## config.mk

```make
export PLATFORM = sky130hd
export DESIGN_NAME = hermite_sine_interp
export DESIGN_NICKNAME = d
export VERILOG_FILES = /design/src/rtl/hsi_pkg.sv /design/src/rtl/hsi_qrom.sv /design/src/rtl/hsi_poly.sv /design/src/rtl/hsi_accum.sv /design/src/rtl/hermite_sine_interp.sv
export SDC_FILE = /design/constraint.sdc
export NUM_CORES = 2
export LEC_CHECK = 0
export BUFFER_PORTS_ARGS = -buffer_cell sky130_fd_sc_hd__buf_2
export CORE_ASPECT_RATIO = 1.25
export CORE_MARGIN = 2
export CORE_UTILIZATION = 30
export DETAILED_ROUTE_END_ITERATION = 10
export GPL_TIMING_DRIVEN = 0
export SYNTH_ARGS = -nofsm -noshare
export SYNTH_HDL_FRONTEND = slang
export SYNTH_HIERARCHICAL = 1
export SYNTH_SLANG_ARGS = --single-unit
```

## constraint.sdc

```tcl
create_clock -name clk -period 23.1 [get_ports clk]
set_input_delay 1.155 -clock clk [delete_from_list [all_inputs] [get_ports clk]]
set_output_delay 1.155 -clock clk [all_outputs]
set_load 0.05 [all_outputs]
```

## src/rtl/hsi_pkg.sv

```systemverilog
package hsi_pkg;
  localparam real PI_R = 3.14159265358979323846;

  // odd power series, accurate well below one LSB on [0, pi/2]
  function automatic real series_sin(real x);
    real term;
    real acc;
    term = x;
    acc  = x;
    for (int i = 1; i < 10; i++) begin
      term = -term * x * x / (real'(2 * i) * real'(2 * i + 1));
      acc  = acc + term;
    end
    return acc;
  endfunction

  function automatic int node_code(int k, int n, int full);
    return int'(series_sin(PI_R * real'(k) / (2.0 * real'(n))) * real'(full));
  endfunction

  function automatic int width_code(int n, int frac_bits);
    real scale;
    scale = 1.0;
    for (int i = 0; i < frac_bits; i++) scale = scale * 2.0;
    return int'(PI_R / (2.0 * real'(n)) * scale);
  endfunction
endpackage

```

## src/rtl/hsi_qrom.sv

```systemverilog
module hsi_qrom #(
  parameter int NODE_BITS = 4,
  parameter int AMP_W     = 13
) (
  input  logic                   clk,
  input  logic                   rst_n,
  input  logic                   rd_en,
  input  logic [NODE_BITS-1:0]   addr_a,
  input  logic [NODE_BITS-1:0]   addr_b,
  output logic [2*AMP_W-1:0]     word_a,
  output logic [2*AMP_W-1:0]     word_b
);
  localparam int N    = 1 << NODE_BITS;
  localparam int WW   = 2 * AMP_W;
  localparam int FULL = (1 << AMP_W) - 1;

  logic [WW-1:0] rom [N];

  for (genvar w = 0; w < N; w++) begin : g_word
    localparam int LO = hsi_pkg::node_code(w, N, FULL);
    localparam int HI = hsi_pkg::node_code(w + 1, N, FULL);
    assign rom[w] = {AMP_W'(HI), AMP_W'(LO)};
  end

  always_ff @(posedge clk or negedge rst_n) begin
    if (!rst_n) begin
      word_a <= '0;
      word_b <= '0;
    end else if (rd_en) begin
      word_a <= rom[addr_a];
      word_b <= rom[addr_b];
    end
  end
endmodule

```

## src/rtl/hsi_poly.sv

```systemverilog
module hsi_poly #(
  parameter int FRAC_W = 10,
  parameter int BW     = 23
) (
  input  logic                  clk,
  input  logic                  rst_n,
  input  logic                  en0,
  input  logic                  en1,
  input  logic [FRAC_W-1:0]     frac,
  output logic signed [BW-1:0]  h00,
  output logic signed [BW-1:0]  h10,
  output logic signed [BW-1:0]  h01,
  output logic signed [BW-1:0]  h11
);
  localparam int BF = 2 * FRAC_W;

  logic [FRAC_W-1:0] p1_t, p2_t;
  logic [BF-1:0]     p1_t2, p2_t2, p2_t3;
  logic [BF-1:0]     t2_d, t3_d;

  always_comb begin
    t2_d = BF'(frac) * BF'(frac);
    t3_d = BF'(((3*FRAC_W)'(p1_t2) * (3*FRAC_W)'(p1_t)) >> FRAC_W);
  end

  always_ff @(posedge clk or negedge rst_n) begin
    if (!rst_n) begin
      p1_t  <= '0;
      p1_t2 <= '0;
    end else if (en0) begin
      p1_t  <= frac;
      p1_t2 <= t2_d;
    end
  end

  always_ff @(posedge clk or negedge rst_n) begin
    if (!rst_n) begin
      p2_t  <= '0;
      p2_t2 <= '0;
      p2_t3 <= '0;
    end else if (en1) begin
      p2_t  <= p1_t;
      p2_t2 <= p1_t2;
      p2_t3 <= t3_d;
    end
  end

  // basis weights, all with BF fraction bits
  logic signed [BW-1:0] s_t, s_t2, s_t3, s_one;
  always_comb begin
    s_t   = BW'({p2_t, {FRAC_W{1'b0}}});
    s_t2  = BW'(p2_t2);
    s_t3  = BW'(p2_t3);
    s_one = BW'(1) <<< BF;
    h00   = 2 * s_t3 - 3 * s_t2 + s_one;
    h10   = s_t3 - 2 * s_t2 + s_t;
    h01   = 3 * s_t2 - 2 * s_t3;
    h11   = s_t3 - s_t2;
  end

  // the powers of t shrink as the exponent grows
  a_r2_power_order: assert property (@(posedge clk) disable iff (!rst_n)
    (p2_t3 <= p2_t2) && (p2_t2 <= {p2_t, {FRAC_W{1'b0}}}));
endmodule

```

## src/rtl/hsi_accum.sv

```systemverilog
module hsi_accum #(
  parameter int AMP_W = 13,
  parameter int BW    = 23,
  parameter int BF    = 20
) (
  input  logic                  clk,
  input  logic                  rst_n,
  input  logic                  en_prod,
  input  logic                  en_out,
  input  logic                  neg,
  input  logic [AMP_W-1:0]      y0,
  input  logic [AMP_W-1:0]      y1,
  input  logic [AMP_W-1:0]      m0,
  input  logic [AMP_W-1:0]      m1,
  input  logic signed [BW-1:0]  h00,
  input  logic signed [BW-1:0]  h10,
  input  logic signed [BW-1:0]  h01,
  input  logic signed [BW-1:0]  h11,
  output logic signed [AMP_W:0] out_sample
);
  localparam int PW    = AMP_W + 1 + BW;
  localparam int AW    = PW + 2;
  localparam int MAXV  = (1 << AMP_W) - 1;

  logic signed [PW-1:0] pr0, pr1, pr2, pr3;
  logic signed [PW-1:0] pr0_d, pr1_d, pr2_d, pr3_d;
  logic signed [AW-1:0] acc, lvl;
  logic [AMP_W-1:0]     mag;
  logic signed [AMP_W:0] res_d;

  always_comb begin
    pr0_d = PW'($signed({1'b0, y0})) * PW'(h00);
    pr1_d = PW'($signed({1'b0, m0})) * PW'(h10);
    pr2_d = PW'($signed({1'b0, y1})) * PW'(h01);
    pr3_d = PW'($signed({1'b0, m1})) * PW'(h11);
  end

  always_ff @(posedge clk or negedge rst_n) begin
    if (!rst_n) begin
      pr0 <= '0; pr1 <= '0; pr2 <= '0; pr3 <= '0;
    end else if (en_prod) begin
      pr0 <= pr0_d; pr1 <= pr1_d; pr2 <= pr2_d; pr3 <= pr3_d;
    end
  end

  always_comb begin
    acc = AW'(pr0) + AW'(pr1) + AW'(pr2) + AW'(pr3);
    lvl = (acc + (AW'(1) <<< (BF - 1))) >>> BF;
    if (lvl < 0)                mag = '0;
    else if (lvl > AW'(MAXV))   mag = AMP_W'(MAXV);
    else                        mag = lvl[AMP_W-1:0];
    res_d = neg ? -$signed({1'b0, mag}) : $signed({1'b0, mag});
  end

  always_ff @(posedge clk or negedge rst_n) begin
    if (!rst_n)      out_sample <= '0;
    else if (en_out) out_sample <= res_d;
  end

  // never beyond symmetric full scale
  a_r5_in_range: assert property (@(posedge clk) disable iff (!rst_n)
    (out_sample <= $signed((AMP_W+1)'(MAXV))) && (out_sample >= -$signed((AMP_W+1)'(MAXV))));
  // no load, no change
  a_r8_hold: assert property (@(posedge clk) disable iff (!rst_n)
    !en_out |=> $stable(out_sample));
endmodule

```

## src/rtl/hermite_sine_interp.sv

```systemverilog
module hermite_sine_interp #(
  parameter int NODE_BITS = 4,
  parameter int FRAC_W    = 10,
  parameter int OUT_W     = 14,
  parameter int SLOPE_FW  = 16
) (
  input  logic                     clk,
  input  logic                     rst_n,
  input  logic                     in_valid,
  input  logic [NODE_BITS-1:0]     in_val_addr,
  input  logic [NODE_BITS-1:0]     in_slope_addr,
  input  logic [FRAC_W-1:0]        in_frac,
  input  logic                     in_neg,
  output logic                     out_valid,
  output logic signed [OUT_W-1:0]  out_sample
);
  localparam int N     = 1 << NODE_BITS;
  localparam int AMP_W = OUT_W - 1;
  localparam int WW    = 2 * AMP_W;
  localparam int BF    = 2 * FRAC_W;
  localparam int BW    = BF + 3;
  localparam int MW    = AMP_W + SLOPE_FW + 1;
  localparam int HQ    = hsi_pkg::width_code(N, SLOPE_FW);

  logic [WW-1:0]    word_a, word_b;
  logic             v1, v2, v3;
  logic             n1, n2, n3;
  logic [AMP_W-1:0] y0_q, y1_q, m0_q, m1_q;
  logic [AMP_W-1:0] y0_d, y1_d, m0_d, m1_d;
  logic signed [BW-1:0] h00, h10, h01, h11;

  function automatic logic [AMP_W-1:0] to_slope(logic [AMP_W-1:0] c);
    return AMP_W'((MW'(c) * MW'(HQ) + (MW'(1) << (SLOPE_FW - 1))) >> SLOPE_FW);
  endfunction

  hsi_qrom #(.NODE_BITS(NODE_BITS), .AMP_W(AMP_W)) u_rom (
    .clk(clk), .rst_n(rst_n), .rd_en(in_valid),
    .addr_a(in_val_addr), .addr_b(in_slope_addr),
    .word_a(word_a), .word_b(word_b)
  );

  hsi_poly #(.FRAC_W(FRAC_W), .BW(BW)) u_poly (
    .clk(clk), .rst_n(rst_n), .en0(in_valid), .en1(v1), .frac(in_frac),
    .h00(h00), .h10(h10), .h01(h01), .h11(h11)
  );

  // split packed words: value port gives nodes, slope port gives mirrored nodes
  always_comb begin
    y0_d = word_a[AMP_W-1:0];
    y1_d = word_a[WW-1:AMP_W];
    m0_d = to_slope(word_b[WW-1:AMP_W]);
    m1_d = to_slope(word_b[AMP_W-1:0]);
  end

  always_ff @(posedge clk or negedge rst_n) begin
    if (!rst_n) begin
      y0_q <= '0; y1_q <= '0; m0_q <= '0; m1_q <= '0;
    end else if (v1) begin
      y0_q <= y0_d; y1_q <= y1_d; m0_q <= m0_d; m1_q <= m1_d;
    end
  end

  always_ff @(posedge clk or negedge rst_n) begin
    if (!rst_n) begin
      v1 <= 1'b0; v2 <= 1'b0; v3 <= 1'b0; out_valid <= 1'b0;
      n1 <= 1'b0; n2 <= 1'b0; n3 <= 1'b0;
    end else begin
      v1 <= in_valid; v2 <= v1; v3 <= v2; out_valid <= v3;
      if (in_valid) n1 <= in_neg;
      if (v1)       n2 <= n1;
      if (v2)       n3 <= n2;
    end
  end

  hsi_accum #(.AMP_W(AMP_W), .BW(BW), .BF(BF)) u_acc (
    .clk(clk), .rst_n(rst_n), .en_prod(v2), .en_out(v3), .neg(n3),
    .y0(y0_q), .y1(y1_q), .m0(m0_q), .m1(m1_q),
    .h00(h00), .h10(h10), .h01(h01), .h11(h11),
    .out_sample(out_sample)
  );

  // fixed four-cycle spacing between request and result
  a_r6_latency: assert property (@(posedge clk) disable iff (!rst_n)
    in_valid |-> ##4 out_valid);
  // a nonzero result carries the requested sign
  a_r4_sign: assert property (@(posedge clk) disable iff (!rst_n)
    (out_valid && out_sample != 0) |-> (out_sample[OUT_W-1] == $past(in_neg, 4)));
endmodule

```

==> impl_metrics.yaml <==
detailed_routing:
  vias_per_cell: 4.796
  ant_nets: 0
  drt-initial-drc-count: 3359
  drt_first_pass_iters: 5
  dr_total_vias: 58727
  wl_per_cell_microns: 18.89
  drt_drc_violations_left: 0
  drt_wl_total_microns: 231300
place:
  port-buffer-count: 35
  final_weighted_congestion_of_routability_driven_global_placement: 0.9373
  dp_hpwl_microns: 198700
  dpl_cell_area_sq_mm: 0.08370
timing:
  final.setup_skew_ns: 0.06686
  final-setup-viol-count: 0
  final_period_minus_worst_setup_slack_ns: 12.60
  worst_slew_margin_rel_pct: 0.6947
  rsz0062_at_grt: "no"
  fin_setup_tns_ns: 0
  clock.fmax_mhz: 79.38
  finalMaxSlewViolations: 0
  timing.final.hold_violations: 0
  post-route-period-util_pct: 54.53
  slew_worst_pin_ns: 1.485
clock_tree:
  tritoncts_num_sinks: 345
  clkSlewWorstSetupHoldPaths_ns: 0.06
  clock-root-buffer: "sky130_fd_sc_hd__clkbuf_16"
  cts_max_level: 2
  cts-root-to-sink-buffers: 3
  numCtsBuffers: 41
  post_cts_resized: 0
  cts_setup_buffers: 0
  cts_hold_repair.buffers: 0
  tritoncts: "yes"
  insertion_delay_of_the_later_clocked_pin_in_the_worst_skew_pair_ns: 0.66
worst_setup_path:
  required_ns: 23.59
  path_class: "register to register"
  max_stage_delay_ns: 0.72
  cp_data_arrival_time_ns: 13.09
  critPathSlowestCell: "sky130_fd_sc_hd__xnor2_1"
  critical_path.startpoint_type: "register"
  setup.worst_path.end_class: "register"
  crit_path_max_fanout: 10
  worst_path_dominant_cell_family: "adder cells"
  r2r_setup_slack_ns: 10.50
  critPathMostFrequentCell: "sky130_fd_sc_hd__fa_1"
  timing.critical_path.buf_inv: 5
floorplan:
  row_count: 210
  fp.dieH_microns: 577.5
  core_sq_mm: 0.2617
  floorplan.die.width_microns: 462.8
  die_area_sq_mm: 0.2673
  ios: 37
  initial_utilization_pct: 30.17
min_path:
  worstHoldPathType: "register to register"
grt:
  grt_pass1_wl_microns: 365200
  grt_use_total_pct: 17.54
  first_global_vias: 63147
  globalRouteOverflowTotal: 0
  largest_net_degree_at_the_start_of_global_routing: 118
  grt_antenna_before_repair: 19
layout:
  num-fill-cells: 27599
  finalNetCount: 10987
  share_of_post_route_cells_with_drive_strength_above_1_pct: 3.640
  area_grow_syn2layout_pct: 7.932
  stdcell_area_sq_mm: 0.08521
synthesis:
  synth_async_sr_flop_share_pct: 100.0
  synth-edff-count: 0
  flip_flop_and_latch_count_after_synthesis: 345
  yosysWarnings: 6
  synth-main-ff-cell: "sky130_fd_sc_hd__dfrtp_1"
  post_synth_inst_count: 8602
  syn_avg_cell_area_sq_um: 9.178
  yosysSeqAreaShare_pct: 10.94
  syn_area_sq_mm: 0.07895
  post_synth_num_cell_types: 114
outcome:
  outcome: "complete, but fails checks"
  violations: "max-capacitance violations"
run:
  max_cap_violations: 1
cells in the final DEF, fill, tap and decap left out, types with 84 or more instances in the layout:
master                        n
sky130_fd_sc_hd__a21o_1     121
sky130_fd_sc_hd__a21oi_1    323
sky130_fd_sc_hd__and2_1     797
sky130_fd_sc_hd__clkbuf_1   310
sky130_fd_sc_hd__dfrtp_1    345
sky130_fd_sc_hd__fa_1      1414
sky130_fd_sc_hd__ha_1       845
sky130_fd_sc_hd__inv_1     1663
sky130_fd_sc_hd__mux2_2     107
sky130_fd_sc_hd__nand2_1    919
sky130_fd_sc_hd__nand3_1     84
sky130_fd_sc_hd__nor2_1     236
sky130_fd_sc_hd__o21ai_0    224
sky130_fd_sc_hd__xnor2_1    230
sky130_fd_sc_hd__xor2_1      97
area by class of cell:
type,instances,area (sq um),area share [%]
Buffer,346,1406,1.650
Timing Repair Buffer,39,279.0,0.3274
Clock buffer,48,1082,1.270
Antenna cell,10,25.02,0.02937
Multi-Input combinational cell,6269,62760,73.65
Inverter,1664,6246,7.330
Clock inverter,25,401.6,0.4713
Sequential cell,345,8633,10.13
Tap cell,3498,4377,5.136
cells in the mapped netlist (15+ instances only):
| cell | number | area share [%] |
|---|---|---|
| sky130_fd_sc_hd__nand2b_1 | 46 | 0.36 |
| sky130_fd_sc_hd__nand4_1 | 25 | 0.20 |
| sky130_fd_sc_hd__xnor2_1 | 232 | 2.6 |
| sky130_fd_sc_hd__inv_1 | 1663 | 7.9 |
| sky130_fd_sc_hd__nand2_1 | 919 | 4.4 |
| sky130_fd_sc_hd__o21a_1 | 53 | 0.50 |
| sky130_fd_sc_hd__a21o_1 | 121 | 1.2 |
| sky130_fd_sc_hd__nor2b_1 | 50 | 0.40 |
| sky130_fd_sc_hd__o211ai_1 | 30 | 0.29 |
| sky130_fd_sc_hd__a21oi_1 | 323 | 2.0 |
| sky130_fd_sc_hd__nor2_1 | 236 | 1.1 |
| sky130_fd_sc_hd__fa_1 | 1414 | 36 |
| sky130_fd_sc_hd__and3_1 | 38 | 0.30 |
| sky130_fd_sc_hd__or3_1 | 23 | 0.18 |
| sky130_fd_sc_hd__dfrtp_1 | 345 | 11 |
| sky130_fd_sc_hd__mux2i_1 | 29 | 0.37 |
| sky130_fd_sc_hd__or2_2 | 15 | 0.12 |
| sky130_fd_sc_hd__a211o_1 | 15 | 0.17 |
| sky130_fd_sc_hd__o21ai_1 | 33 | 0.21 |
| sky130_fd_sc_hd__buf_2 | 16 | 0.10 |
| sky130_fd_sc_hd__nand3b_1 | 18 | 0.17 |
| sky130_fd_sc_hd__o21bai_1 | 46 | 0.44 |
| sky130_fd_sc_hd__a31oi_1 | 35 | 0.28 |
| sky130_fd_sc_hd__mux2_2 | 107 | 1.5 |
| sky130_fd_sc_hd__clkbuf_1 | 306 | 1.5 |
| sky130_fd_sc_hd__and2_1 | 797 | 6.3 |
| sky130_fd_sc_hd__o21ai_0 | 224 | 1.4 |
| sky130_fd_sc_hd__nor3_1 | 66 | 0.42 |
| sky130_fd_sc_hd__xor2_1 | 97 | 1.1 |
| sky130_fd_sc_hd__nand3_1 | 84 | 0.53 |
| sky130_fd_sc_hd__ha_1 | 845 | 13 |
| sky130_fd_sc_hd__a211oi_1 | 34 | 0.32 |
| sky130_fd_sc_hd__o31ai_1 | 18 | 0.17 |
flip-flops by register name, indices dropped and copies added, names as in the netlist, 10 cells and up:
register          cells
u_rom/word_b         26
y0_q                 13
u_acc/pr0            37
y1_q                 13
m0_q                 11
u_poly/p2_t3         20
u_acc/pr2            37
u_poly/p2_t2         18
u_poly/p1_t          10
u_poly/p2_t          10
u_acc/pr3            37
m1_q                 11
u_acc/pr1            37
u_rom/word_a         26
u_acc/out_sample     14
u_poly/p1_t2         18
through the flow:
stage | worst slack, ns | hold slack [ns] | utilization, % | std cells
5_1_grt | 9.582 | 0.3796 | 32.55 | 12236
4_1_cts | 10.58 | 0.3763 | 32.55 | 12234
6_report | 10.50 | 0.3732 | 32.56 | 12244
2_1_floorplan | 12.98 | 0.3520 | - | 8624
3_5_place_dp | 10.61 | 0.3622 | 31.98 | 12161
3_3_place_gp | 10.59 | 0.3618 | 31.94 | 12157
worst reg2reg max path, delay by kind of cell, from the launching register on:
family / cells / cell delay, ns
buf+inv: 5 / 0.91
xor+xnor: 3 / 1.49
fa+ha+maj: 9 / 4.24
simple gates: 12 / 2.28
flops: 1 / 0.38
compound gates: 12 / 3.16
path summary, 6_finish.rpt:
path / startpoint / end / depth (start not counted)
worst max-delay path: u_poly/p2_t2[2] / u_acc/pr2[36] / 41
worst max register to register: u_poly/p2_t2[2] / u_acc/pr2[36] / 41
max in group asynchronous: rst_n / u_acc/pr0[33] / 3
min in group asynchronous: rst_n / u_poly/p1_t[0] / 1
worst min-delay path: v3 / out_valid / 0
worst min register to register: v3 / out_valid / 0
kinds of logic after synthesis:
logic type / share of synthesized area (%)
buffers and inverters: 9.693
AND/OR/NAND/NOR: 15.23
multiplexers: 1.932
XOR/XNOR: 3.650
other: 0.01426
flip-flops: 10.94
AO/OA/AOI/OAI: 9.301
adder cells (fa/ha/maj): 49.25
routing by layer:
layer	vias to the layer above	share of wire (%)	GRT usage, %
met5	-	0.020	0
met4	8	6.6	9.680
met3	433	4.3	2.045
met2	1331	50	31.60
met1	29877	39	20.19
li1	27078	-	-
Power is left out: the tool's default activity adds up to more than one toggle a clock period on the data nets, which glitch-free logic cannot reach.
